===== src/rtl/ucond_eval.sv =====
module ucond_eval #(
  parameter int FLAG_W  = 16,
  parameter int CF_POS  = 0,
  parameter int PF_POS  = 2,
  parameter int ECF_POS = 3,
  parameter int EZF_POS = 5,
  parameter int ZF_POS  = 6,
  parameter int SF_POS  = 7,
  parameter int OF_POS  = 11
) (
  input  logic [FLAG_W-1:0] flags_i,
  input  logic [4:0]        sel_i,
  output logic              take_o,
  output logic              rsv_err_o
);

  logic cf, pf, ecf, ezf, zf, sf, of;
  logic base, rsv, str_nz;
  logic unused_flags;

  assign cf  = flags_i[CF_POS];
  assign pf  = flags_i[PF_POS];
  assign ecf = flags_i[ECF_POS];
  assign ezf = flags_i[EZF_POS];
  assign zf  = flags_i[ZF_POS];
  assign sf  = flags_i[SF_POS];
  assign of  = flags_i[OF_POS];
  assign unused_flags = ^flags_i;

  always_comb begin
    base = 1'b0;
    case (sel_i[3:0])
      4'd0:  base = 1'b1;
      4'd1:  base = ecf;
      4'd2:  base = ezf;
      4'd3:  base = ~(~ezf & zf);
      4'd7:  base = ~ezf & zf;
      4'd8:  base = of;
      4'd9:  base = cf;
      4'd10: base = zf;
      4'd11: base = cf | zf;
      4'd12: base = sf;
      4'd13: base = pf;
      4'd14: base = sf ^ of;
      4'd15: base = (sf ^ of) | zf;
      default: base = 1'b0;
    endcase
  end

  assign rsv    = (sel_i[3:0] == 4'd4) || (sel_i[3:0] == 4'd5) || (sel_i[3:0] == 4'd6);
  assign str_nz = ~ezf & ~zf;

  assign rsv_err_o = rsv;
  assign take_o    = rsv ? 1'b0 :
                     (sel_i == 5'd23) ? str_nz :
                     (base ^ sel_i[4]);

endmodule


===== config.mk =====
export PLATFORM = sky130hd
export DESIGN_NAME = ucond_eval
export DESIGN_NICKNAME = d
export VERILOG_FILES = /design/src/rtl/ucond_eval.sv
export SDC_FILE = /design/constraint.sdc
export NUM_CORES = 1
export LEC_CHECK = 0
export BUFFER_PORTS_ARGS = -buffer_cell sky130_fd_sc_hd__buf_2
export CELL_PAD_IN_SITES_DETAIL_PLACEMENT = 0
export CELL_PAD_IN_SITES_GLOBAL_PLACEMENT = 1
export CORE_AREA = 2 2 39 41
export DETAILED_ROUTE_END_ITERATION = 8
export DIE_AREA = 0 0 41 43
export PLACE_DENSITY = 0.69
export SLEW_MARGIN = 20
export SYNTH_ARGS = -nofsm -noshare
export SYNTH_HDL_FRONTEND = slang
export SYNTH_SLANG_ARGS = --single-unit

===== constraint.sdc =====
create_clock -name vclk -period 2
set_input_delay 0.1 -clock vclk [all_inputs]
set_output_delay 0.1 -clock vclk [all_outputs]
set_load 0.02 [all_outputs]

# Yosys cells after proc, flatten, opt, wreduce, memory -nomap -nowiden
# Index checks and enable logic that the tools add are counted.
# classes
n_reduce_logical	3
n_eq_ne	16
n_mux	3
n_bitwise	9
# ops
operator	count
== test 4 bit, second input constant	8
== test 4 x 3 -> 1 bit, second input constant	4
case mux 1 bit (13 select lines)	1
== test 4 x 2 -> 1 bit, second input constant	2
== test 5 bit, second input constant	1
== test 4 x 1 -> 1 bit, second input constant	1
logical NOT 4 bit	1
NOT 1 bit	3
AND 1 bit	2
logical OR 1 bit	2
two-way mux 1 bit	2
OR 1 bit	2
XOR 1 bit	2
# totals
in_bits	21
output_inout_bits	2
regBits	0

# Logic depth before layout (Yosys ltp)
# Gate-level depths: netlist of the first run.
# depth
depth_word	7
ltp_mapped	7
depth_no_buf	6

# Worst setup path after synthesis of the first run
# OpenSTA, ideal clock, no wires.
# synth_path
kind	input port to output port
startpoint	input port sel_i[1]
endpoint	output port take_o
setup_slack_ns	0.665
arrival_ns	1.235
path_stages	6
cell_sequence	buf_2 > a22oi_1 > nand4b_1 > nand3_1 > a31oi_1 > o31ai_1
# synth_between
elab_chain_cells	5
# synth_lines
element	line_no	source
start, declared	12	input logic [4:0] sel_i,
== test 4 bit, or another cell as far along	32	case (sel_i[3:0])
case mux 1 bit (13 select lines)	32	
XOR 1 bit	56	(base ^ sel_i[4]);
two-way mux 1 bit	55	(sel_i == 5'd23) ? str_nz :
two-way mux 1 bit *	54	assign take_o = rsv ? 1'b0 :
end, declared	13	output logic take_o,
# Every way passes the cells marked *; elsewhere a longest branch is shown, timed or not.

# Final worst setup path of the first run
# layout_path
startpoint	input port sel_i[0]
endpoint	output port take_o
# The elaborated chain is that of the path after synthesis.

==> impl_metrics.yaml, run 1 <==
clock_tree:
  post_cts_buffers: 0
  cts_resized: 0
  cts_hold_buffers: 0
floorplanning:
  fp-row-count: 14
  ios: 23
  initial_core_util_pct: 11.9
  die_height_um: 43
  fp.dieW_um: 41
  core_region_area_um2: 1380
  fp.dieArea_um2: 1760
global_route:
  grt_pass1_wl_um: 731
  grt_pass1_vias: 204
  grtUsageTotal_pct: 5.49
  grt-ovfl-total: 0
  antenna_found_initial: 0
  grt_start_max_net_pins: 10
synthesis:
  syn_area_um2: 165
  yosys.area_share.simple_pct: 39.4
  synth_fa_ha_area_share_pct: 0
  synthDistinctLibCells: 18
  ys_seq_area_share_pct: 0
  synth_top_family_by_area: "simple AND/OR/NAND/NOR gates"
  synthTopCellsByArea: "nand2b_1 (11%), a21oi_1 (9.1%), nand2_1 (9.1%)"
  syn_area_per_cell_um2: 6.12
  synthTopCellsByCount: "nand2_1 (4), a21oi_1 (3), nand2b_1 (3), nand3_1 (2), nor2_1 (2)"
  synth_xor_area_share_pct: 5.30
  syn_inst: 27
  syn_nets: 48
  synth_compound_area_share_pct: 30.3
  ys_warn_count: 0
  yosys.area.top_type: "nand2b_1"
  synth_top_area_share_pct: 11.4
  synthMuxAreaShare_pct: 12.9
  synth.most_common_cell: "nand2_1"
route:
  vias_per_cell: 4.11
  postRouteAntennaNets: 0
  drt_wl_total_um: 467
  vias: 226
  drt_iter0_markers: 1
  wl_per_cell_um: 8.49
  drc_errors: 0
  detail_route.first_pass.iterations: 2
run_status:
  outcome: "finished, final reports clean"
power_and_ir_drop:
  p_leak_nw: 0.114
  power_density_nw_per_um2: 211
  vdd_drop_max_mv: 0.0386
  finalPower_mw: 0.0504
cells_and_area:
  ff_latch_area_um2: 0
  multi_input_area_um2: 145
  postLayoutCellArea_um2: 239
  finalNetCount: 62
  drive_above_1_share_pct: 35.9
  nClkBuffers: 0
  final_cells: 55
  diodes: 0
  syn2layout_area_growth_pct: 44.7
  fill_cells: 160
  n_sequential_cell: 0
timing:
  rsz0062_at_grt: "no"
  post-route-min-period_ps: 1410
  fin_crit_sh_pct: 70.5
  max_freq_mhz: 710
  fin_tns_setup_ps: 0
  hold_viol_final: 0
  slew_headroom_pct: 87.8
  slew_viol_final: 0
  worst_slew_pin_slew_ps: 182
  finalSetupViolCount: 0
critical_path:
  critPathMaxFanout: 8
  crit_required_ps: 1900
  crit_arrival_ps: 1310
  cp-end-kind: "primary output"
  cp-start-kind: "input pin"
  path_class: "in2out"
place:
  dp_cells: 55
  place_area_um2: 239
  port_buffers: 14
  place.gp.congestion: 0.685
worst_hold_path:
  hp-class: "in2out"
  holdPathStages: 3
run:
  drv_cap: 0
## metal layers
layer  GRT usage, %  wire [um]
met5              0          0
met4              0          0
met3              0         24
met2           10.9        236
met1           6.33        206
## placed cells by master (no fill, tap or decap)
cell	n
buf_2	14
nand2_1	4
nand2b_1	3
a21oi_1	3
nor2_1	2
nand3_1	2
inv_1	1
a22oi_1	1
nand4b_1	1
o21ai_0	1
mux2i_1	1
xor2_1	1
o2111ai_1	1
nor3_1	1
a31oi_1	1
mux2_1	1
o31ai_1	1
## path summary, 6_finish.rpt
check / start / endpoint
setup / recovery: sel_i[0] / take_o
hold / removal: flags_i[5] / take_o
## area by class of cell
type | count | area share [%]
Inverter | 1 | 1.57
Multi-Input combinational cell | 24 | 60.7
Tap cell | 16 | 8.38
Timing Repair Buffer | 14 | 29.3
## power by group
group          switching, mW  internal [mW]
Clock                      0              0
Combinational         0.0271         0.0233
Sequential                 0              0
Total                 0.0271         0.0233
## through the flow
step | util (%) | setup WS, ps | hold slack, ps
3_3_place_gp | 17.3 | 578 | 512
2_1_floorplan | - | 665 | 346
4_1_cts | 17.3 | 570 | 513
3_5_place_dp | 17.3 | 571 | 513
5_1_grt | 17.3 | 441 | 540
6_report | 17.3 | 591 | 506
## cell families after synthesis
family / count (synthesis)
compound gates: 8
xor+xnor: 1
buf+inv: 3
mux: 2
simple gates: 13
## worst max-delay path, cell delays in order
cell       delay [ps]
buf_2             160
mux2i_1           210
o2111ai_1         110
nand3_1           130
mux2_1            330
o31ai_1            60
buf_2             200
Note: power is estimated with default switching activity, not from simulation.
==> run 2: changes to the inputs <==
==> constraint.sdc (replaced) <==
create_clock -name vclk -period 1.35
set_input_delay 0.0675 -clock vclk [all_inputs]
set_output_delay 0.0675 -clock vclk [all_outputs]
set_load 0.02 [all_outputs]
==> run 2 against run 1 <==
  * Sequential share of layout area stayed put
  * First-iteration DRC count is 100% higher
  * Clock-buffer cell count stayed put
  * Critical endpoint unchanged
  * Highest routed layer unchanged
==> impl_metrics.yaml, run 2 (synthesis results as in run 1) <==
run_status:
  outcome: "finished, final reports clean"
global_route:
  grt_pass1_wl_um: 731
  grt_pass1_vias: 204
  grtUsageTotal_pct: 5.49
  antenna_found_initial: 0
  grt_start_max_net_pins: 10
  grt-ovfl-total: 0
cells_and_area:
  finalNetCount: 62
  n_sequential_cell: 0
  diodes: 0
  final_common_cell: "buf_2"
  layout_common_cells: "buf_2 (12), nand2_1 (4), nand2b_1 (3), a21oi_1 (3), nor2_1 (2)"
  final_cells: 55
  nClkBuffers: 0
  fin_util_pct: 19.3
  drive_above_1_share_pct: 46.2
  postLayoutCellArea_um2: 267
  ff_latch_area_um2: 0
  syn2layout_area_growth_pct: 61.4
worst_hold_path:
  hold_path_end: "take_o"
  hp-class: "in2out"
  hold_start: "flags_i[5]"
  holdPathStages: 3
timing:
  hold_viol_final: 0
  slew_viol_final: 0
  setup_slack_ps: 103
  finalSetupViolCount: 0
  fin_hold_ws_ps: 448
  max_freq_mhz: 802
  rsz0062_at_grt: "no"
  fin_tns_setup_ps: 0
  post-route-min-period_ps: 1250
  fin_crit_sh_pct: 92.3
  slew_headroom_pct: 86.9
  worst_slew_pin_slew_ps: 196
critical_path:
  cp-start-kind: "input pin"
  crit_arrival_ps: 1180
  crit_chain: "buf_6 -> mux2i_1 -> o2111ai_1 -> nand3_2 -> mux2_4 -> o31ai_2 -> buf_4"
  crit_required_ps: 1280
  cp_slowest_cell: "mux2_4"
  critPathMaxFanout: 8
  crit_family: "multiplexers"
  cp_slowest_stage_delay_ps: 320
  path_class: "in2out"
  critical_path_buf_inv_count: 2
  cp-end-kind: "primary output"
clock_tree:
  cts_hold_buffers: 0
  post_cts_buffers: 0
route:
  drc_errors: 0
  wl_per_cell_um: 8.65
  postRouteAntennaNets: 0
  vias: 230
  drt_wl_total_um: 476
  detail_route.first_pass.iterations: 4
  vias_per_cell: 4.18
  drt_iter0_markers: 2
place:
  post-place-ws_ps: -14.4
  place_area_um2: 239
  port_buffers: 14
  dp_cells: 55
  place.gp.congestion: 0.685
floorplanning:
  core_region_area_um2: 1380
  fp.dieW_um: 41
  initial_core_util_pct: 11.9
  fp-row-count: 14
  fp.dieArea_um2: 1760
  ios: 23
  die_height_um: 43
power_and_ir_drop:
  p_leak_nw: 0.126
  power_density_nw_per_um2: 336
  vdd_drop_max_mv: 0.0654
  finalPower_mw: 0.0896
run:
  drv_cap: 0
## run 2: per-layer routing
metal | vias up | wire, um | GRT usage [%]
li1 | 123 | - | -
met1 | 102 | 211 | 6.33
met2 | 5 | 240 | 10.9
met3 | 0 | 23 | 0
met4 | 0 | 0 | 0
met5 | - | 0 | 0
## run 2: cell type report
cell class | count | area, um2
tap | 16 | 20.0
fill | 161 | 1120
inverter | 1 | 3.75
timing repair buffer | 14 | 78.8
multi-input combinational | 24 | 164
## run 2: worst max path at each step
stage          slack [ps]  depth (start not counted)  endpoint     start
3_5_place_dp          -10                          7    take_o  sel_i[0]
6_report              100                          7    take_o  sel_i[0]
3_3_place_gp           -7                          7    take_o  sel_i[0]
5_1_grt                30                          7    take_o  sel_i[0]
2_1_floorplan          80                          6    take_o  sel_i[1]
4_1_cts                30                          7    take_o  sel_i[0]
## run 2: repair_timing
action,in CTS,in global routing
pin swaps,0,3
setup endpoints to repair,1,1
resized for setup,1,7
## run 2: power by group
group          total (mW)  switching (mW)  internal [mW]
registers               0               0              0
logic              0.0896          0.0450         0.0446
clock network           0               0              0
